$ cat src/rtl/rle_pkg.sv
package rle_pkg;

   typedef enum logic [1:0] {
      KIND_DATA = 2'd0,
      KIND_ADDR = 2'd1,
      KIND_RUN  = 2'd2
   } byte_kind_e;

endpackage

$ cat src/rtl/rle_classify.sv
module rle_classify
   import rle_pkg::*;
#(
   parameter int DATA_W          = 8,
   parameter bit RUN_ON_MSB_LOW  = 1'b1
) (
   input  logic              is_cmd,
   input  logic [DATA_W-1:0] value,
   output byte_kind_e        kind
);
   localparam int MSB = DATA_W - 1;

   logic run_flag;

   generate
      if (RUN_ON_MSB_LOW) begin : g_run_low
         assign run_flag = ~value[MSB];
      end else begin : g_run_high
         assign run_flag = value[MSB];
      end
   endgenerate

   always_comb begin
      if (!is_cmd)       kind = KIND_DATA;
      else if (run_flag) kind = KIND_RUN;
      else               kind = KIND_ADDR;
   end
endmodule

$ cat src/rtl/rle_count_hold.sv
module rle_count_hold #(
   parameter int CNT_W = 7
) (
   input  logic             clk,
   input  logic             rst_n,
   input  logic             load,
   input  logic             clear,
   input  logic [CNT_W-1:0] load_val,
   output logic             pending,
   output logic [CNT_W-1:0] count
);
   always_ff @(posedge clk or negedge rst_n) begin
      if (!rst_n) begin
         pending <= 1'b0;
         count   <= '0;
      end else if (load) begin
         pending <= 1'b1;
         count   <= load_val;
      end else if (clear) begin
         pending <= 1'b0;
         count   <= '0;
      end
   end
endmodule

$ cat src/rtl/rle_repeat_engine.sv
module rle_repeat_engine #(
   parameter int DATA_W = 8,
   parameter int CNT_W  = 7
) (
   input  logic              clk,
   input  logic              rst_n,
   input  logic              start,
   input  logic [CNT_W-1:0]  extra,
   input  logic [DATA_W-1:0] start_byte,
   input  logic              stall,
   output logic              busy,
   output logic [DATA_W-1:0] held_byte
);
   logic [CNT_W-1:0] remain;

   always_ff @(posedge clk or negedge rst_n) begin
      if (!rst_n) begin
         busy      <= 1'b0;
         remain    <= '0;
         held_byte <= '0;
      end else if (start) begin
         busy      <= (extra != '0);
         remain    <= extra;
         held_byte <= start_byte;
      end else if (busy && !stall) begin
         remain <= remain - 1'b1;
         busy   <= (remain != {{(CNT_W-1){1'b0}}, 1'b1});
      end
   end
endmodule

$ cat src/rtl/rle_expander.sv
module rle_expander
   import rle_pkg::*;
#(
   parameter int DATA_W         = 8,
   parameter bit RUN_ON_MSB_LOW = 1'b1
) (
   input  logic              clk,
   input  logic              rst_n,
   input  logic              in_valid,
   input  logic              in_is_cmd,
   input  logic [DATA_W-1:0] in_byte,
   output logic              in_ready,
   input  logic              fifo_full,
   output logic              wr_en,
   output logic              wr_is_cmd,
   output logic [DATA_W-1:0] wr_byte
);
   localparam int CNT_W = DATA_W - 1;

   generate
      if (DATA_W < 2) begin : g_bad_width
         $error("rle_expander: DATA_W must be at least 2");
      end
   endgenerate

   byte_kind_e        kind;
   logic              accept;
   logic              pending;
   logic [CNT_W-1:0]  count;
   logic              busy;
   logic [DATA_W-1:0] held_byte;
   logic              start;

   rle_classify #(.DATA_W(DATA_W), .RUN_ON_MSB_LOW(RUN_ON_MSB_LOW)) i_classify (
      .is_cmd (in_is_cmd),
      .value  (in_byte),
      .kind   (kind)
   );

   assign in_ready = !busy && !fifo_full;
   assign accept   = in_valid && in_ready;
   assign start    = accept && (kind == KIND_DATA) && pending;

   rle_count_hold #(.CNT_W(CNT_W)) i_count (
      .clk      (clk),
      .rst_n    (rst_n),
      .load     (accept && (kind == KIND_RUN)),
      .clear    (accept && (kind != KIND_RUN)),
      .load_val (in_byte[CNT_W-1:0]),
      .pending  (pending),
      .count    (count)
   );

   rle_repeat_engine #(.DATA_W(DATA_W), .CNT_W(CNT_W)) i_engine (
      .clk        (clk),
      .rst_n      (rst_n),
      .start      (start),
      .extra      (count),
      .start_byte (in_byte),
      .stall      (fifo_full),
      .busy       (busy),
      .held_byte  (held_byte)
   );

   always_comb begin
      wr_en     = 1'b0;
      wr_is_cmd = 1'b0;
      wr_byte   = in_byte;
      if (busy) begin
         wr_en   = !fifo_full;
         wr_byte = held_byte;
      end else if (accept && (kind != KIND_RUN)) begin
         wr_en     = 1'b1;
         wr_is_cmd = (kind == KIND_ADDR);
      end
   end
endmodule

$ cat config.mk
export PLATFORM = sky130hd
export DESIGN_NAME = rle_expander
export DESIGN_NICKNAME = d
export VERILOG_FILES = /design/src/rtl/rle_pkg.sv /design/src/rtl/rle_classify.sv /design/src/rtl/rle_count_hold.sv /design/src/rtl/rle_repeat_engine.sv /design/src/rtl/rle_expander.sv
export SDC_FILE = /design/constraint.sdc
export NUM_CORES = 1
export LEC_CHECK = 0
export BUFFER_PORTS_ARGS = -buffer_cell sky130_fd_sc_hd__buf_2
export CORE_MARGIN = 2
export CORE_UTILIZATION = 53
export DETAILED_ROUTE_END_ITERATION = 6
export PLACE_DENSITY = 0.77
export RECOVER_POWER = 25
export SYNTH_ARGS = -nofsm -noshare
export SYNTH_HDL_FRONTEND = slang
export SYNTH_SLANG_ARGS = --single-unit
$ cat constraint.sdc
create_clock -name clk -period 2 [get_ports clk]
set_clock_uncertainty 0.2 [all_clocks]
set_input_delay 0.4 -clock clk [delete_from_list [all_inputs] [get_ports clk]]
set_output_delay 0.4 -clock clk [all_outputs]
set_load 0.02 [all_outputs]
---- Yosys cells after proc, flatten, opt, wreduce, memory -nomap -nowiden ----
Cells that the tools add are included.
word-level totals
  latch bits .............................. 0
  bits of input ports ..................... 13
  bits in read-only memories .............. 0
  memories ................................ 0
  memory bits (writable) .................. 0
  word-level logic and storage cells ...... 38
  register bits after elaboration ......... 24
operators by class
  $mul .................................... 0
  eq/ne operators ......................... 4
  $lt $le $gt $ge ......................... 0
  mux-type cells .......................... 15
  reductions and logical operators ........ 13
  add/subtract/negate cells ............... 1
  div/mod/pow operators ................... 0
  bitwise gates (word level) .............. 0
  shift-type cells ........................ 0
operators with widths
  cell                   count
  $mux W7                4
  $mux W1                8
  $mux W8                1
  $logic_and A1 B1 Y1    7
  $ne A7 B1 Y1 const B   1
  $reduce_bool A7 Y1     1
  $sub A7 B1 Y7 const B  1
  $mux W2                2
  $reduce_bool A2 Y1     2
  $eq A2 B1 Y1 const B   1
  $eq A2 B2 Y1 const B   1
  $logic_not A1 Y1       2
  $logic_not A2 Y1       1
  $ne A2 B2 Y1 const B   1

---- Depth between registers and ports, before layout ----
  depth after elaboration ................. 6
  gate-level depth with buffers ........... 6
  mapped depth without buffers ............ 5

---- By module ----
From an unflattened synthesis, not the netlist that was laid out.
second synthesis, totals
  cell total of the unflattened synthesis .. 107
  area, all modules ....................... 1258.7 µm²
by module, submodules not included
  module             area an instance (µm²)  cells each  instances
  rle_repeat_engine  770.7                   67          1
  rle_count_hold     305.3                   19          1
  rle_expander       166.4                   19          1
  rle_classify       16.3                    2           1

---- Worst setup path before layout ----
OpenSTA, ideal clock, no wires.
  path kind ............................... input to output
  start point ............................. input fifo_full
  end point ............................... output wr_en
  data required time ...................... 1.400 ns
  cell stages on the path ................. 4
  arrival ................................. 1.581 ns
  slack ................................... -0.181 ns
  path through ............................ nor2_1 -> nand2_1 -> buf_2 -> o21ai_1
on the way
  word-level cells in the longest chain between the ends .. 6
ends and longest elaborated chain
  item                 RTL line                                text
  from (decl)          rle_expander.sv:13                      input logic fifo_full,
  $logic_not A1 Y1 *   rle_expander.sv:40, rle_expander.sv:70
  $logic_and A1 B1 Y1  rle_expander.sv:40                      assign in_ready = !busy && !fifo_full;
  $logic_and A1 B1 Y1  rle_expander.sv:41                      assign accept = in_valid && in_ready;
  $logic_and A1 B1 Y1  rle_expander.sv:72                      end else if (accept && (kind != KIND_RUN)) begin
  $mux W1              rle_expander.sv:72
  $mux W1 *            rle_expander.sv:69                      if (busy) begin
  to (decl)            rle_expander.sv:14                      output logic wr_en,
Mark *: on every way between the ends. The rest lies on a longest branch, timed or not.

---- Worst setup path after layout ----
  start point ............................. register i_engine.busy
  end point ............................... output wr_byte[4]
on the way
  word-level cells in the longest chain between the ends .. 1
ends and longest elaborated chain
  item                    RTL line                 text
  from (decl)             rle_repeat_engine.sv:11  output logic busy,
  from (signal assigned)  rle_repeat_engine.sv:22  busy <= (extra != '0);
  from (signal assigned)  rle_repeat_engine.sv:27  busy <= (remain != {{(CNT_W-1){1'b0}}, 1'b1});
  $mux W8                 rle_expander.sv:69
  to (decl)               rle_expander.sv:16       output logic [DATA_W-1:0] wr_byte
Every way passes these cells.

==> results.sh <==
export IMPL_outcome="finished, violations left"
export IMPL_violations="setup timing"
export IMPL_r2r_end="i_engine.remain[4]"
export IMPL_grt_overflow=0
export IMPL_reg2reg_from="i_engine.busy"
export IMPL_ant_nets=0
export IMPL_vias_per_cell=5.541
export IMPL_grt_pass1_wl_mm=4.961
export IMPL_ys_seq_area_share_pct=49.48
export IMPL_rsz0062_at_grt="yes"
export IMPL_antenna_found_initial=0
export IMPL_critPathCaptureType="output port"
export IMPL_dieHeight_microns=51.86
export IMPL_netlist_instances=137
export IMPL_min_period_over_period_pct=100.4
export IMPL_rows=17
export IMPL_cts_buffers=3
export IMPL_die_width_microns=51.86
export IMPL_syn_nets=152
export IMPL_hold_violations=0
export IMPL_hold_depth=3
export IMPL_fillerInstances=160
export IMPL_fin_ws_ns=-0.008346
export IMPL_drtIter0Drc=31
export IMPL_routed_wl_mm=3.027
export IMPL_min_to="i_engine.held_byte[3]"
export IMPL_crit_arrival_ns=1.41
export IMPL_io_pins=24
export IMPL_fp_coreArea_sq_um=2191
export IMPL_avgSynthCellArea_sq_um=8.859
export IMPL_fin_cells=196
export IMPL_grt_pass1_vias=1120
export IMPL_die_area_sq_um=2689
export IMPL_worst_r2r_setup_slack_ns=0.38
export IMPL_crit_required_ns=1.40
export IMPL_crit_start="i_engine.busy"
export IMPL_grt_max_degree=25
export IMPL_initial_core_util_pct=55.40
export IMPL_clock_fmax_ghz=0.4979
export IMPL_drv_cap=0
export IMPL_place_congestion=0.7774
export IMPL_min_from="in_byte[3]"
export IMPL_slew_headroom_pct=59.48
export IMPL_worstMarginPinSlew_ns=0.6078
export IMPL_final_common_cell="nand2_1"
export IMPL_ys_warn_count=0
export IMPL_final_util_pct=71.33
export IMPL_dp_hpwl_mm=1.975
export IMPL_diodes=0
export IMPL_syn_area_sq_um=1214
export IMPL_drive_gt1_share_pct=28.57
export IMPL_min_period_ns=2.008
export IMPL_ys_seq_elements=24
export IMPL_r2r_cells=5
export IMPL_final_cell_mix="nand2_1, dfrtp_1, o21ai_1, buf_2, buf_4"
export IMPL_powerDensity_nw_per_um2=1223
export IMPL_ir_drop_mv=0.7288
export IMPL_vias=1086
export IMPL_worst_path_max_fanout=5
export IMPL_port_buffers=23
export IMPL_cts_clk_slew_worst_paths_ns=0.14
export IMPL_report_final_slew_viol_count=0
export IMPL_dp_cells=187
export IMPL_fin_total_pwr_mw=1.911
export IMPL_nets=184
export IMPL_grt_usage_pct=25.25
export IMPL_setup_viol=1
export IMPL_clock_sinks=24
export IMPL_cts_htree_levels=1
export IMPL_clock_latency_ns=0.31
export IMPL_criticalPathCategory="flop to output port"
export IMPL_tritoncts="built"
export IMPL_start_kind="flop"
export IMPL_static_leakage_power_nw=0.7753
export IMPL_first_pass_iters=4
export IMPL_clockBufferDepth=2
export IMPL_wl_per_cell_microns=15.44
export IMPL_area_growth_pct=28.76
export IMPL_hold_path_class="input pin to flop"
export IMPL_drc=0
export IMPL_ys_types=29
export IMPL_root_buffer="clkbuf_4"
[per-layer routing]
metal | GRT usage (%) | wire length (microns) | vias to the layer above
met3 | 3.736 | 111 | 4
met4 | 8.333 | 42 | 0
met2 | 45.99 | 1620 | 26
li1 | - | - | 522
met5 | 0 | 0 | -
met1 | 30.08 | 1254 | 534
[state kept, by name, summed over array words and instances (netlist names)]
name	flops
i_count.count	7
i_engine.held_byte	8
i_engine.busy	1
i_count.pending	1
i_engine.remain	7
[repair_timing]
action | CTS | global route
endpoints found under the setup margin | 10 | 9
cloned | 0 | 0
setup buffers | 4 | 0
hold buffers | 1 | 0
gates resized for setup | 2 | 28
hold endpoints to repair | 24 | 0
[synthesized netlist by cell type, drive strengths merged]
cell / count / area share [%]
a22oi: 2 / 1.2
mux2: 9 / 8.4
a211oi: 1 / 0.62
nor4: 2 / 1.0
or3: 1 / 0.52
nor2: 7 / 2.2
nand2b: 1 / 0.52
or4: 2 / 1.2
and2b: 1 / 0.62
o21ai: 14 / 5.8
inv: 2 / 0.62
and2: 1 / 0.52
ha: 2 / 2.1
dfrtp: 24 / 49
and3b: 1 / 0.72
a21oi: 2 / 0.82
nand3b: 1 / 0.62
buf: 6 / 2.6
nor3: 1 / 0.41
o21bai: 1 / 0.62
nand2: 46 / 14
nor2b: 1 / 0.52
nand3: 5 / 2.1
o211ai: 2 / 1.2
xor2: 2 / 1.4
[stage by stage]
step / setup slack, ns / setup TNS (ns) / instance area (sq um) / hold slack (ns)
6_report: -0.008346 / -0.008346 / 1563 / 0.09963
3_5_place_dp: 0.1707 / 0 / 1376 / 0.2145
5_1_grt: -0.04375 / -0.3055 / 1563 / 0.1000
3_3_place_gp: 0.2169 / 0 / 1376 / 0.2068
4_1_cts: 0.002205 / 0 / 1470 / 0.09612
2_1_floorplan: 0.02096 / 0 / 1220 / -0.09559
[power by group]
part           total [mW]  leakage (nW)  internal, mW  switching, mW
sequential          0.801         0.311         0.652          0.149
clock               0.347        0.0279         0.202          0.145
combinational       0.763         0.437         0.373          0.390
[worst max-delay path: stages (launching register included)]
cell and delay, ns:
dfrtp_2 0.47, buf_4 0.14, mux2_2 0.32, buf_4 0.16
[worst max-delay path by stage]
stage	to	slack, ns
global route	wr_byte[4]	-0.04
finish	wr_byte[4]	-0.008
CTS	wr_byte[6]	0.002
global placement	wr_en	0.22
floorplan	wr_is_cmd	0.02
detailed placement	wr_en	0.17
[cell families (layout without fill, tap and decap cells)]
group,after synthesis,after routing,synth area share (%)
flip-flops,24,24,49.48
AO/OA/AOI/OAI,22,22,10.31
multiplexers,9,9,8.351
XOR/XNOR,2,2,1.444
adder cells (fa/ha/maj),2,2,2.062
buffers and inverters,8,39,3.196
AND/OR/NAND/NOR,70,70,25.16
[cell type report]
type / instances / area, sq um / share of cell area, %
Timing Repair Buffer: 33 / 251.5 / 16.09
Clock buffer: 3 / 22.52 / 1.441
Clock inverter: 1 / 30.03 / 1.922
Multi-Input combinational cell: 105 / 614.3 / 39.31
Tap cell: 28 / 35.03 / 2.242
Sequential cell: 24 / 601.8 / 38.51
Inverter: 2 / 7.507 / 0.4804
(Power assumes the default switching activity.)
